===== src/rtl/sirq_pkg.sv =====
package sirq_pkg;
  typedef enum logic [2:0] {
    K_EN  = 3'd0,
    K_T0  = 3'd1,
    K_T1  = 3'd2,
    K_T2  = 3'd3,
    K_ST  = 3'd4
  } reg_kind_e;

  localparam int KIND_W   = 3;
  localparam int CFG_KNDS = 4;
  localparam int RD_KNDS  = 5;
endpackage


===== src/rtl/sirq_cfg_regs.sv =====
module sirq_cfg_regs #(
  parameter int IN_CNT = 64,
  parameter int WORD_W = 32,
  parameter int BANK_W = 1
) (
  input  logic                  clk,
  input  logic                  rst,
  input  logic                  wr_i,
  input  logic [2:0]            kind_i,
  input  logic [BANK_W-1:0]     bank_i,
  input  logic [WORD_W-1:0]     wdata_i,
  output logic [IN_CNT-1:0]     en_o,
  output logic [IN_CNT-1:0]     t0_o,
  output logic [IN_CNT-1:0]     t1_o,
  output logic [IN_CNT-1:0]     t2_o
);
  import sirq_pkg::*;

  logic [IN_CNT-1:0] cfg_q [CFG_KNDS];
  logic              hit;

  // Only kinds 0..3 are configuration words.
  assign hit = wr_i && (kind_i < 3'(CFG_KNDS));

  always_ff @(posedge clk) begin
    if (rst) begin
      for (int k = 0; k < CFG_KNDS; k++) cfg_q[k] <= '0;
    end else if (hit) begin
      for (int i = 0; i < IN_CNT; i++) begin
        if (bank_i == BANK_W'(i / WORD_W))
          cfg_q[kind_i[1:0]][i] <= wdata_i[i % WORD_W];
      end
    end
  end

  assign en_o = cfg_q[0];
  assign t0_o = cfg_q[1];
  assign t1_o = cfg_q[2];
  assign t2_o = cfg_q[3];

  // the cycle reset is released, every config array reads back as zero
  assert_cfg_reset_R1: assert property (@(posedge clk) disable iff (rst)
    $fell(rst) |-> (en_o == '0 && t0_o == '0 && t1_o == '0 && t2_o == '0));
endmodule


===== src/rtl/sirq_edge_detect.sv =====
module sirq_edge_detect #(
  parameter int PIN_CNT = 128,
  parameter int IN_CNT  = PIN_CNT / 2
) (
  input  logic               clk,
  input  logic               rst,
  input  logic               samp_valid_i,
  input  logic [PIN_CNT-1:0] samp_pins_i,
  input  logic [IN_CNT-1:0]  t0_i,
  input  logic [IN_CNT-1:0]  t1_i,
  input  logic [IN_CNT-1:0]  t2_i,
  output logic [IN_CNT-1:0]  evt_o
);
  logic [IN_CNT-1:0] cur;
  logic [IN_CNT-1:0] prev_q;
  logic              primed_q;
  logic [IN_CNT-1:0] unused_odd;

  // Split the sample into input (even) and output (odd) pins.
  for (genvar i = 0; i < IN_CNT; i++) begin : g_split
    assign cur[i]        = samp_pins_i[2*i];
    assign unused_odd[i] = samp_pins_i[2*i+1];
  end

  always_ff @(posedge clk) begin
    if (rst) begin
      prev_q   <= '0;
      primed_q <= 1'b0;
    end else if (samp_valid_i) begin
      prev_q   <= cur;
      primed_q <= 1'b1;
    end
  end

  for (genvar i = 0; i < IN_CNT; i++) begin : g_det
    logic rise, fall, hit;
    assign rise = primed_q & cur[i] & ~prev_q[i];
    assign fall = primed_q & ~cur[i] & prev_q[i];
    always_comb begin
      if (t1_i[i])      hit = t0_i[i] ? cur[i] : ~cur[i];
      else if (t2_i[i]) hit = rise | fall;
      else              hit = t0_i[i] ? rise : fall;
    end
    assign evt_o[i] = samp_valid_i & hit;
  end
endmodule


===== src/rtl/sirq_status.sv =====
module sirq_status #(
  parameter int IN_CNT = 64
) (
  input  logic              clk,
  input  logic              rst,
  input  logic [IN_CNT-1:0] evt_i,
  input  logic [IN_CNT-1:0] clr_i,
  input  logic [IN_CNT-1:0] en_i,
  output logic [IN_CNT-1:0] st_o,
  output logic              irq_o
);
  logic [IN_CNT-1:0] st_q;
  logic              irq_q;

  always_ff @(posedge clk) begin
    if (rst) begin
      st_q  <= '0;
      irq_q <= 1'b0;
    end else begin
      st_q  <= (st_q & ~clr_i) | evt_i;
      irq_q <= |(st_q & en_i);
    end
  end

  assign st_o  = st_q;
  assign irq_o = irq_q;

  // a clear without a competing event empties the bit next cycle
  assert_w1c_clears_R6: assert property (@(posedge clk) disable iff (rst)
    (|(clr_i & ~evt_i)) |=> ((st_q & $past(clr_i & ~evt_i)) == '0));

  // an event colliding with a clear leaves the bit set
  assert_event_wins_R7: assert property (@(posedge clk) disable iff (rst)
    (|(clr_i & evt_i)) |=> ((st_q & $past(clr_i & evt_i)) == $past(clr_i & evt_i)));
endmodule


===== src/rtl/sirq_detector.sv =====
module sirq_detector #(
  parameter int PIN_CNT = 128,
  parameter int WORD_W  = 32,
  localparam int IN_CNT   = PIN_CNT / 2,
  localparam int BANK_CNT = (IN_CNT + WORD_W - 1) / WORD_W,
  localparam int BANK_W   = (BANK_CNT > 1) ? $clog2(BANK_CNT) : 1,
  localparam int ADDR_W   = 3 + BANK_W
) (
  input  logic               clk,
  input  logic               rst,
  input  logic               samp_valid_i,
  input  logic [PIN_CNT-1:0] samp_pins_i,
  input  logic               reg_wr_i,
  input  logic               reg_rd_i,
  input  logic [ADDR_W-1:0]  reg_addr_i,
  input  logic [WORD_W-1:0]  reg_wdata_i,
  output logic               rd_valid_o,
  output logic [WORD_W-1:0]  rd_data_o,
  output logic               irq_o
);
  import sirq_pkg::*;

  localparam int PAD_W = BANK_CNT * WORD_W;

  logic [2:0]        kind;
  logic [BANK_W-1:0] bank;
  logic              bank_ok;
  logic [IN_CNT-1:0] en, t0, t1, t2, st, evt, clr;

  assign kind    = reg_addr_i[ADDR_W-1 -: KIND_W];
  assign bank    = reg_addr_i[BANK_W-1:0];
  assign bank_ok = int'(bank) < BANK_CNT;

  sirq_cfg_regs #(.IN_CNT(IN_CNT), .WORD_W(WORD_W), .BANK_W(BANK_W)) u_cfg (
    .clk(clk), .rst(rst), .wr_i(reg_wr_i), .kind_i(kind), .bank_i(bank),
    .wdata_i(reg_wdata_i), .en_o(en), .t0_o(t0), .t1_o(t1), .t2_o(t2));

  sirq_edge_detect #(.PIN_CNT(PIN_CNT), .IN_CNT(IN_CNT)) u_det (
    .clk(clk), .rst(rst), .samp_valid_i(samp_valid_i), .samp_pins_i(samp_pins_i),
    .t0_i(t0), .t1_i(t1), .t2_i(t2), .evt_o(evt));

  // Write-one-to-clear mask for the addressed status word.
  for (genvar i = 0; i < IN_CNT; i++) begin : g_clr
    assign clr[i] = reg_wr_i && (kind == K_ST) && (bank == BANK_W'(i / WORD_W))
                    && reg_wdata_i[i % WORD_W];
  end

  sirq_status #(.IN_CNT(IN_CNT)) u_st (
    .clk(clk), .rst(rst), .evt_i(evt), .clr_i(clr), .en_i(en),
    .st_o(st), .irq_o(irq_o));

  // Read path: arrays padded to whole words, padding tied low.
  logic [RD_KNDS-1:0][IN_CNT-1:0] src;
  logic [RD_KNDS-1:0][PAD_W-1:0]  rd_pad;
  assign src = {st, t2, t1, t0, en};

  for (genvar k = 0; k < RD_KNDS; k++) begin : g_pad_k
    for (genvar i = 0; i < PAD_W; i++) begin : g_pad_i
      if (i < IN_CNT) begin : g_real
        assign rd_pad[k][i] = src[k][i];
      end else begin : g_zero
        assign rd_pad[k][i] = 1'b0;
      end
    end
  end

  logic [WORD_W-1:0] rd_word;
  logic              rd_valid_q;
  logic [WORD_W-1:0] rd_data_q;

  always_comb begin
    rd_word = '0;
    if (kind < 3'(RD_KNDS) && bank_ok)
      rd_word = rd_pad[kind][int'(bank) * WORD_W +: WORD_W];
  end

  always_ff @(posedge clk) begin
    if (rst) begin
      rd_valid_q <= 1'b0;
      rd_data_q  <= '0;
    end else begin
      rd_valid_q <= reg_rd_i;
      if (reg_rd_i) rd_data_q <= rd_word;
    end
  end

  assign rd_valid_o = rd_valid_q;
  assign rd_data_o  = rd_data_q;

  // a read strobe yields valid data on the next cycle
  assert_rd_latency_R2: assert property (@(posedge clk) disable iff (rst)
    reg_rd_i |=> rd_valid_o);

  // a pending enabled status raises the line on the next cycle
  assert_irq_follows_R8: assert property (@(posedge clk) disable iff (rst)
    (|(st & en)) |=> irq_o);

  // no status bit appears in a cycle without a frame
  assert_no_frame_no_set_R11: assert property (@(posedge clk) disable iff (rst)
    !samp_valid_i |=> ((st & ~$past(st)) == '0));
endmodule


===== config.mk =====
export PLATFORM = sky130hd
export DESIGN_NAME = sirq_detector
export DESIGN_NICKNAME = d
export VERILOG_FILES = /design/src/rtl/sirq_pkg.sv /design/src/rtl/sirq_cfg_regs.sv /design/src/rtl/sirq_edge_detect.sv /design/src/rtl/sirq_status.sv /design/src/rtl/sirq_detector.sv
export SDC_FILE = /design/constraint.sdc
export NUM_CORES = 1
export LEC_CHECK = 0
export BUFFER_PORTS_ARGS = -buffer_cell sky130_fd_sc_hd__clkbuf_2
export CORE_ASPECT_RATIO = 1.5
export CORE_MARGIN = 3
export CORE_UTILIZATION = 54
export CTS_CLUSTER_DIAMETER = 50
export CTS_CLUSTER_SIZE = 8
export DETAILED_ROUTE_END_ITERATION = 10
export PLACE_DENSITY = 0.77
export SYNTH_ARGS = -nofsm -noshare
export SYNTH_HDL_FRONTEND = slang
export SYNTH_SLANG_ARGS = --single-unit
export TNS_END_PERCENT = 30

===== constraint.sdc =====
create_clock -name clk -period 2.9 [get_ports clk]
set_input_delay 0.58 -clock clk [delete_from_list [all_inputs] [get_ports clk]]
set_output_delay 0.58 -clock clk [all_outputs]
set_load 0.02 [all_outputs]

# Word-level counts from Yosys, hierarchy flattened
# Memory sizes are Yosys's and may differ from the RTL's.
# Cells that the tools add are included.
dict set report classes {
  n_shift 1
  n_mux 272
  n_lt_le_gt_ge 3
  multipliers 0
  bitwise_logic 517
  n_div 0
  eq_ne 1
  addsub 0
  reduce_logical 70
}
# cell n
set ops {}
lappend ops {{1-bit bitwise AND} 320}
lappend ops {{1-bit 2-to-1 mux} 266}
lappend ops {{64-bit binary-select mux with 3-bit select} 1}
lappend ops {{1-bit inverter} 129}
lappend ops {{64-bit bitwise AND} 2}
lappend ops {{64-bit 2-to-1 mux} 2}
lappend ops {{64-bit OR reduction} 2}
lappend ops {{1-bit logical AND} 68}
lappend ops {{64-bit inverter} 1}
lappend ops {{1-bit bitwise OR} 64}
lappend ops {{64-bit bitwise OR} 1}
lappend ops {{64-bit by 7-bit variable part select with 32-bit output} 1}
lappend ops {{32-bit 2-to-1 mux} 1}
lappend ops {{3-bit < comparator, second input constant} 2}
lappend ops {{3-bit by 4-bit < comparator with 1-bit output, second input constant} 1}
lappend ops {{2-bit 2-to-1 mux} 2}
lappend ops {{3-bit == test, second input constant} 1}
dict set report word_totals {
  out_inout_bits 34
  latchBits 0
  input_bits 169
  ramBits 256
  rom_bits 0
  elab_cells 871
  n_memories 1
  regBits 163
}
# memory depth width rd rd_clocked_by_memory_dff wr line_no
set memory_table {}
lappend memory_table {u_cfg.cfg_q 4 64 4 0 4 sirq_cfg_regs.sv:19} ;# logic [IN_CNT-1:0] cfg_q [CFG_KNDS];

# Logic depth before layout (Yosys ltp)
# Gate-level depths: netlist (run 1).
dict set report depth {
  depth_word 8
  depth_mapped 8
  depth_no_buf 5
}

# Hierarchy
# From an unflattened synthesis (run 1), not the netlist that was laid out.
dict set report unflattened {
  cells_unflattened 2298
  area_unflattened_um2 24463.5
}
# module cells_per_inst instances area_each_um2 seq_area_each_um2
set modules_own_cells {}
lappend modules_own_cells {sirq_cfg_regs 612 1 9623.0 7687.4}
lappend modules_own_cells {sirq_edge_detect 756 1 7766.2 1301.2}
lappend modules_own_cells {sirq_detector 625 1 4605.7 660.6}
lappend modules_own_cells {sirq_status 305 1 2468.6 1301.2}

# Worst setup path before layout (run 1)
# OpenSTA, ideal clock, no wires.
dict set report synth_path {
  path_kind {input -> register}
  from {input reg_addr_i[3]}
  to {memory u_cfg.cfg_q[1][32] (enable)}
  n_path_buf 3
  path_stages 6
  required_ns 2.506
  setup_ns 0.394
  arrival_ns 2.320
  path_slack_ns 0.186
  cell_sequence {buf_4 -> nor2b_1 -> buf_2 -> or4b_1 -> clkbuf_1 -> nand2b_1}
}
# element line_no
set synth_lines {}
lappend synth_lines {{start: declaration} sirq_detector.sv:15} ;# input logic [ADDR_W-1:0] reg_addr_i,
lappend synth_lines {{end: declaration} sirq_cfg_regs.sv:19}

==> qor.yml, run 1 <==
worst_setup_path:
  worstReg2RegEnd: "u_st.irq_o$_SDFF_PP0_"
  crit_fanout: 18
  setup.worst_path.class: "primary input to flop"
  worst_setup_path_end_kind: "flop"
  crit_start: "reg_addr_i[3]"
  crit_arrival_ns: 2.14
  reg2reg_slack_ns: 1.01
  r2r_start: "u_cfg.cfg_q[0][41]$_SDFFCE_PN0P_"
  rr_worst_depth: 5
  required_ns: 3.14
  start_kind: "primary input"
routing:
  via_per_inst: 6.225
  drtAntennaViolNets: 0
  drtIter0Drc: 1646
  drcViolationCount: 0
  drt_wl_total_mm: 61.58
  dr.pass1.iters: 7
  wl_per_cell_um: 24.19
  num_vias: 15842
grt:
  grt_pass1_vias: 15868
  grt_pass1_wl_mm: 91.07
  grt_max_degree: 66
  antenna_found_initial: 5
  grt_usage_pct: 30.95
  grt_overflow: 0
pwr:
  switching_share_pct: 25.02
  intPower_uw: 11260
  power_density_nw_per_um2: 653.6
  p_sw_uw: 3759
  pwr-share-clk_pct: 42.5
  power_leakage_uw: 0.008950
  pwr-share-seq_pct: 46.7
  power.total_uw: 15020
  irDropWorstVdd_mv: 0.4520
  comb_power_share_pct: 10.8
die:
  die_y_um: 240.6
  rows: 85
  fp.dieW_um: 162.4
  start_util_pct: 54.97
  core_um2: 36050
  dieArea_um2: 39090
  num_io_pins: 203
place:
  dpl_worst_slack_ns: 0.4603
  hpwl_mm: 38.98
  io_buffers: 138
  gp_congestion: 0.9094
clock_network:
  cts_tree: "built"
  clk_latency_ns: 0.60
  root_buffer: "clkbuf_16"
  cts_inserted_buffers: 58
  h-tree-depth: 2
  cts_resized: 0
  cts_max_path_buffers: 3
  cts-hold-fix-buffers: 0
  clkTransAtPathRegs_ns: 0.05
  cts_setup_buffers: 0
  clock-sinks: 419
worst_hold_path:
  holdCritStartpoint: "samp_pins_i[94]"
  hp-class: "primary input to flop"
  hold_path_depth: 3
  min_to: "u_det.prev_q[47]$_SDFFE_PP0P_"
outcome:
  status: "finished clean"
sta:
  fin_hold_ws_ns: 0.2847
  min_period_ns: 1.898
  tightest_slew_ns: 0.9876
  fin_crit_sh_pct: 65.44
  skew_ns: 0.01701
  fin_setup_tns_ns: 0
  slew_violations: 0
  slew_headroom_pct: 34.16
  rsz0062_at_grt: "false"
  fin_ws_ns: 1.002
  hold_viol: 0
  fmax_ghz: 0.5270
  setup_viol: 0
synthesis:
  synth_area_um2: 19820
  netlist.top_cell.by_area: "edfxtp_1"
  ys_top_cells_by_area: "edfxtp_1 (39%), dfxtp_1 (16%), nor2_1 (6.5%), mux2i_1 (6.5%), mux4_2 (3.5%)"
  synthCells: 1879
  synthFlopType: "edfxtp_1"
  syn_area_per_cell_um2: 10.55
  syn_nets: 2048
  seq_area_frac_synth_pct: 55.25
  synth_top_cell_area_share_pct: 38.79
  yosys_warnings: 0
  yosys.cell_types.count: 40
  async_reset_ff_share_pct: 0
  ys_ff_latch: 419
  synth_edf_count: 256
cells_and_area:
  layout-drive-gt1-share_pct: 14.54
  n_fill_cell: 2750
  syn_to_final_growth_pct: 15.97
  regArea_um2: 10950
  multi_input_area_um2: 8280
  fin_nets: 2183
job:
  cap_viol_max_count: 0
-- sequential cells by signal (all words and copies together), names as in the netlist --
signal,count
rd_data_o,32
u_det.primed_q,1
u_det.prev_q,64
u_cfg.cfg_q,256
u_st.st_o,64
rd_valid_o,1
u_st.irq_o,1
-- critical path, stage by stage --
cell	delay (ns)
clkbuf_2	0.19
nor3b_4	0.25
buf_4	0.32
o21a_1	0.21
nand3b_1	0.11
nand2b_2	0.10
buf_4	0.36
-- cell families (layout without fill, tap and decap cells) --
family	after synthesis	count (layout)	synth area share, %
multiplexers	161	161	10.09
other	0	4	0
AND/OR/NAND/NOR	653	653	14.49
XOR/XNOR	128	128	5.656
flip-flops	419	419	55.25
buffers and inverters	151	335	3.150
AO/OA/AOI/OAI	367	367	11.36
-- synth_stat cells (2+ instances only) --
master,n
o21a_1,2
nor2b_1,67
xnor2_1,64
nand3b_1,2
a221o_1,11
mux2i_1,129
edfxtp_1,256
nor3_1,2
mux4_2,31
or2_2,2
a221oi_1,29
buf_1,6
buf_4,3
o21ai_1,2
a2bb2oi_1,32
and3_1,3
nand3_1,12
o221ai_1,12
clkbuf_1,71
nand2_1,142
nand4_1,5
buf_2,37
inv_1,33
dfxtp_1,163
a41o_1,2
nor3b_2,2
a22oi_1,14
and2_1,64
a21oi_1,130
a22o_1,9
o21ai_0,123
nand2b_1,4
nor2_1,345
xor2_1,64
-- placed cells by master (no fill, tap or decap), types with 42 or more instances in the layout --
| master | n |
|---|---|
| a21oi_1 | 130 |
| and2_1 | 64 |
| buf_4 | 42 |
| clkbuf_1 | 47 |
| clkbuf_16 | 59 |
| clkbuf_2 | 134 |
| dfxtp_1 | 162 |
| edfxtp_1 | 256 |
| mux2i_1 | 129 |
| nand2_1 | 142 |
| nor2_1 | 344 |
| nor2b_1 | 65 |
| o21ai_0 | 123 |
| xnor2_1 | 64 |
| xor2_1 | 64 |
-- per-stage QoR --
stage / std cells / instance area [µm²] / util [%]
final: 2545 / 22990 / 63.75
after global routing: 2545 / 22990 / 63.75
after CTS: 2541 / 22980 / 63.73
after detailed placement: 2432 / 21260 / 58.98
after global placement: 2432 / 21260 / 58.98
after floorplan: 1879 / 19820 / -
-- worst max-delay path by stage --
stage	cells after the start	to
global placement	7	u_cfg.cfg_q[2][15]$_SDFFCE_PN0P_
global route	5	u_st.irq_o$_SDFF_PP0_
finish	7	u_cfg.cfg_q[2][11]$_SDFFCE_PN0P_
detailed placement	7	u_cfg.cfg_q[2][13]$_SDFFCE_PN0P_
floorplan	6	u_cfg.cfg_q[1][32]$_SDFFCE_PN0P_
CTS	5	u_st.irq_o$_SDFF_PP0_
-- power groups by stage --
stage	clock network, µW	registers, µW	logic (µW)
floorplan	0	7020	993
finish	6380	7020	1620
detailed placement	0	7110	1590
global placement	0	7090	1550
CTS	6400	7000	1600
global route	6680	7040	1740
-- cell type report --
cell class | count | share of cell area, %
Clock buffer | 106 | 7.191
Timing Repair Buffer | 192 | 5.683
Inverter | 34 | 0.5552
Tap cell | 478 | 2.602
Multi-Input combinational cell | 1309 | 36.02
Sequential cell | 419 | 47.65
Clock inverter | 3 | 0.2558
Antenna cell | 4 | 0.04355
-- metal layers --
layer / share of wire (%) / track usage [%] / routed length [µm]
met1: 33 / 35.19 / 20610
met2: 49 / 51.96 / 29970
met3: 9.7 / 5.203 / 5986
met4: 8.1 / 23.87 / 4996
met5: 0.019 / 0 / 12
Power figures use the tool's default switching activity.
==> run 2: changes to the inputs <==
ABC_AREA = 1   (was not set)
CORE_UTILIZATION = 60   (was 54)
PLACE_DENSITY = 0.81   (was 0.77)
clock period = 1.8 ns   (was 2.9 ns; I/O delays follow)
==> run 2 against run 1 <==
Net effect: worst hold slack got worse by 0.23 ns; first-iteration DRC count rose by 41%; non-clock buffer count rose by 42; combinational power rose by 89%; critical endpoint is now u_st.irq_o$_SDFF_PP0_; largest power group unchanged.
==> qor.yml, run 2 <==
clock_network:
  cts_setup_buffers: 0
  cts-hold-fix-buffers: 0
  clkTransAtPathRegs_ns: 0.05
  clk_latency_ns: 0.59
  cts_tree: "built"
  root_buffer: "clkbuf_16"
  cts_max_path_buffers: 3
  h-tree-depth: 2
  clock-sinks: 419
  cts_resized: 0
  cts_inserted_buffers: 59
cells_and_area:
  syn_to_final_growth_pct: 16.51
  layout-drive-gt1-share_pct: 11.68
  finish.utilization_pct: 71.65
  mostFrequentLayoutCells: "nand2_1 (749), nor2_1 (401), inv_1 (327)"
  fin_nets: 3144
  regMostFlops: "u_cfg.cfg_q"
  finalNonFillerCells: 3491
  regArea_um2: 10950
  multi_input_area_um2: 8334
  largest_reg_flops: 256
  layout_commonest_cell: "nand2_1"
  n_fill_cell: 2624
synthesis:
  ys_ff_latch: 419
  synth_common_cells: "nand2_1 (755), nor2_1 (402), inv_1 (328)"
  synthFlopType: "edfxtp_1"
  seq_area_frac_synth_pct: 51.49
  syn_nets: 2995
  yosys_warnings: 0
  synth_top_cell_area_share_pct: 36.15
  synth_area_um2: 21270
  yosysMostFrequentCell: "nand2_1"
  netlist.top_cell.by_area: "edfxtp_1"
  synthCells: 2826
  synth_edf_count: 256
  async_reset_ff_share_pct: 0
  ys_top_cells_by_area: "edfxtp_1 (36%), dfxtp_1 (15%), nand2_1 (13%), nor2_1 (7.1%), inv_1 (5.8%)"
  syn_area_per_cell_um2: 7.525
  yosys.cell_types.count: 22
sta:
  skew_ns: 0.01526
  setup_viol: 0
  min_period_ns: 1.692
  slew_headroom_pct: 60.21
  hold_viol: 0
  slew_violations: 0
  rsz0062_at_grt: "false"
  fin_crit_sh_pct: 93.99
  fmax_ghz: 0.5911
  tightest_slew_ns: 0.5969
pwr:
  power_density_nw_per_um2: 1007
  power_leakage_uw: 0.01109
  irDropWorstVdd_mv: 0.8597
worst_setup_path:
  reg2reg_slack_ns: 0.11
  r2r_start: "u_cfg.cfg_q[0][12]$_SDFFCE_PN0P_"
  worstReg2RegEnd: "u_st.irq_o$_SDFF_PP0_"
  crit_arrival_ns: 2.15
  worst_setup_path_end_kind: "flop"
  crit_fanout: 2
  setup.worst_path.class: "flop to flop"
  required_ns: 2.26
  start_kind: "flop"
  rr_worst_depth: 8
place:
  hpwl_mm: 44.66
  gp_congestion: 0.9507
  io_buffers: 138
  place_inst: 3381
grt:
  grt_pass1_wl_mm: 105.0
  grt_max_degree: 100
  antenna_found_initial: 1
  grt_usage_pct: 35.47
  grt_overflow: 0
  grt_pass1_vias: 20477
routing:
  wl_met1_mm: 23.22
  drtIter0Drc: 2327
  drcViolationCount: 0
  drtAntennaViolNets: 0
  maxUsedRoutingLayer: "met4"
  dr_wl_met3_mm: 7.563
  num_vias: 20699
  dr.pass1.iters: 7
  via_per_inst: 5.929
  drt_wl_total_mm: 69.29
  wl_per_cell_um: 19.85
  wl_met2_mm: 33.06
die:
  core_um2: 34580
  num_io_pins: 203
  die_y_um: 236.6
  rows: 83
  fp.dieW_um: 159.7
  dieArea_um2: 37790
  start_util_pct: 61.50
worst_hold_path:
  min_to: "u_det.prev_q[0]$_SDFFE_PP0P_"
  holdCritStartpoint: "samp_pins_i[0]"
  hold_path_depth: 3
  hp-class: "primary input to flop"
outcome:
  status: "finished clean"
job:
  cap_viol_max_count: 0
-- run 2: worst max-delay path by stage --
| stage | to | depth (start not counted) | slack (ns) | start |
|---|---|---|---|---|
| after CTS | u_st.irq_o$_SDFF_PP0_ | 8 | 0.21 | u_cfg.cfg_q[0][12]$_SDFFCE_PN0P_ |
| after global routing | u_st.irq_o$_SDFF_PP0_ | 8 | 0.009 | u_cfg.cfg_q[0][12]$_SDFFCE_PN0P_ |
| after detailed placement | u_cfg.cfg_q[2][14]$_SDFFCE_PN0P_ | 7 | 0.02 | rst |
| final | u_st.irq_o$_SDFF_PP0_ | 8 | 0.11 | u_cfg.cfg_q[0][12]$_SDFFCE_PN0P_ |
| after floorplan | u_cfg.cfg_q[1][0]$_SDFFCE_PN0P_ | 7 | -0.16 | reg_addr_i[0] |
| after global placement | rd_data_o[2]$_SDFFE_PP0P_ | 8 | 0.06 | reg_addr_i[3] |
-- run 2: metal layers --
layer / vias up / GRT usage [%]
li1: 9422 / -
met1: 9486 / 39.27
met2: 1413 / 60.77
met3: 378 / 7.123
met4: 0 / 25.22
met5: - / 0
-- run 2: cell type report --
cell class / instances / area share (%)
Sequential cell: 419 / 44.19
Clock inverter: 1 / 0.1212
Timing Repair Buffer: 234 / 7.140
Clock buffer: 108 / 7.039
Antenna cell: 1 / 0.01010
Multi-Input combinational cell: 1899 / 33.63
Inverter: 362 / 5.504
Tap cell: 467 / 2.358
-- run 2: power breakdown --
group,leakage (µW),switching (µW),internal (µW),total (µW)
sequential,0.00379,391,10800,11200
clock,0.000845,4080,6560,10600
combinational,0.00646,2070,990,3060
-- run 2: metrics by stage --
stage                     setup TNS (ns)  hold WS [ns]  power [µW]  setup WS (ns)  cell area, µm²
after floorplan                   -16.46        0.4496       13140        -0.1562           21380
after global placement                 0        0.4523       14220        0.05949           23000
after detailed placement               0        0.4562       14360        0.01702           23000
after CTS                              0       0.04934       24830         0.2075           24780
after global routing                   0       0.06972       25690       0.009218           24780
final                                  0       0.05531       24940         0.1082           24780
-- run 2: critical path, cell delays in order, from the launching register on --
cell      delay, ns
edfxtp_1       0.37
nand2_1        0.16
nand2_1        0.07
nor2_1         0.16
nand2_1        0.17
nor2_1         0.26
nand2_1        0.08
nor2_1         0.22
nor2_1         0.06
-- run 2: cell families after synthesis --
kind of cell,after synthesis,synth area share (%)
AND/OR/NAND/NOR,1409,26.62
AO/OA/AOI/OAI,490,12.28
flip-flops,419,51.49
buffers and inverters,508,9.608
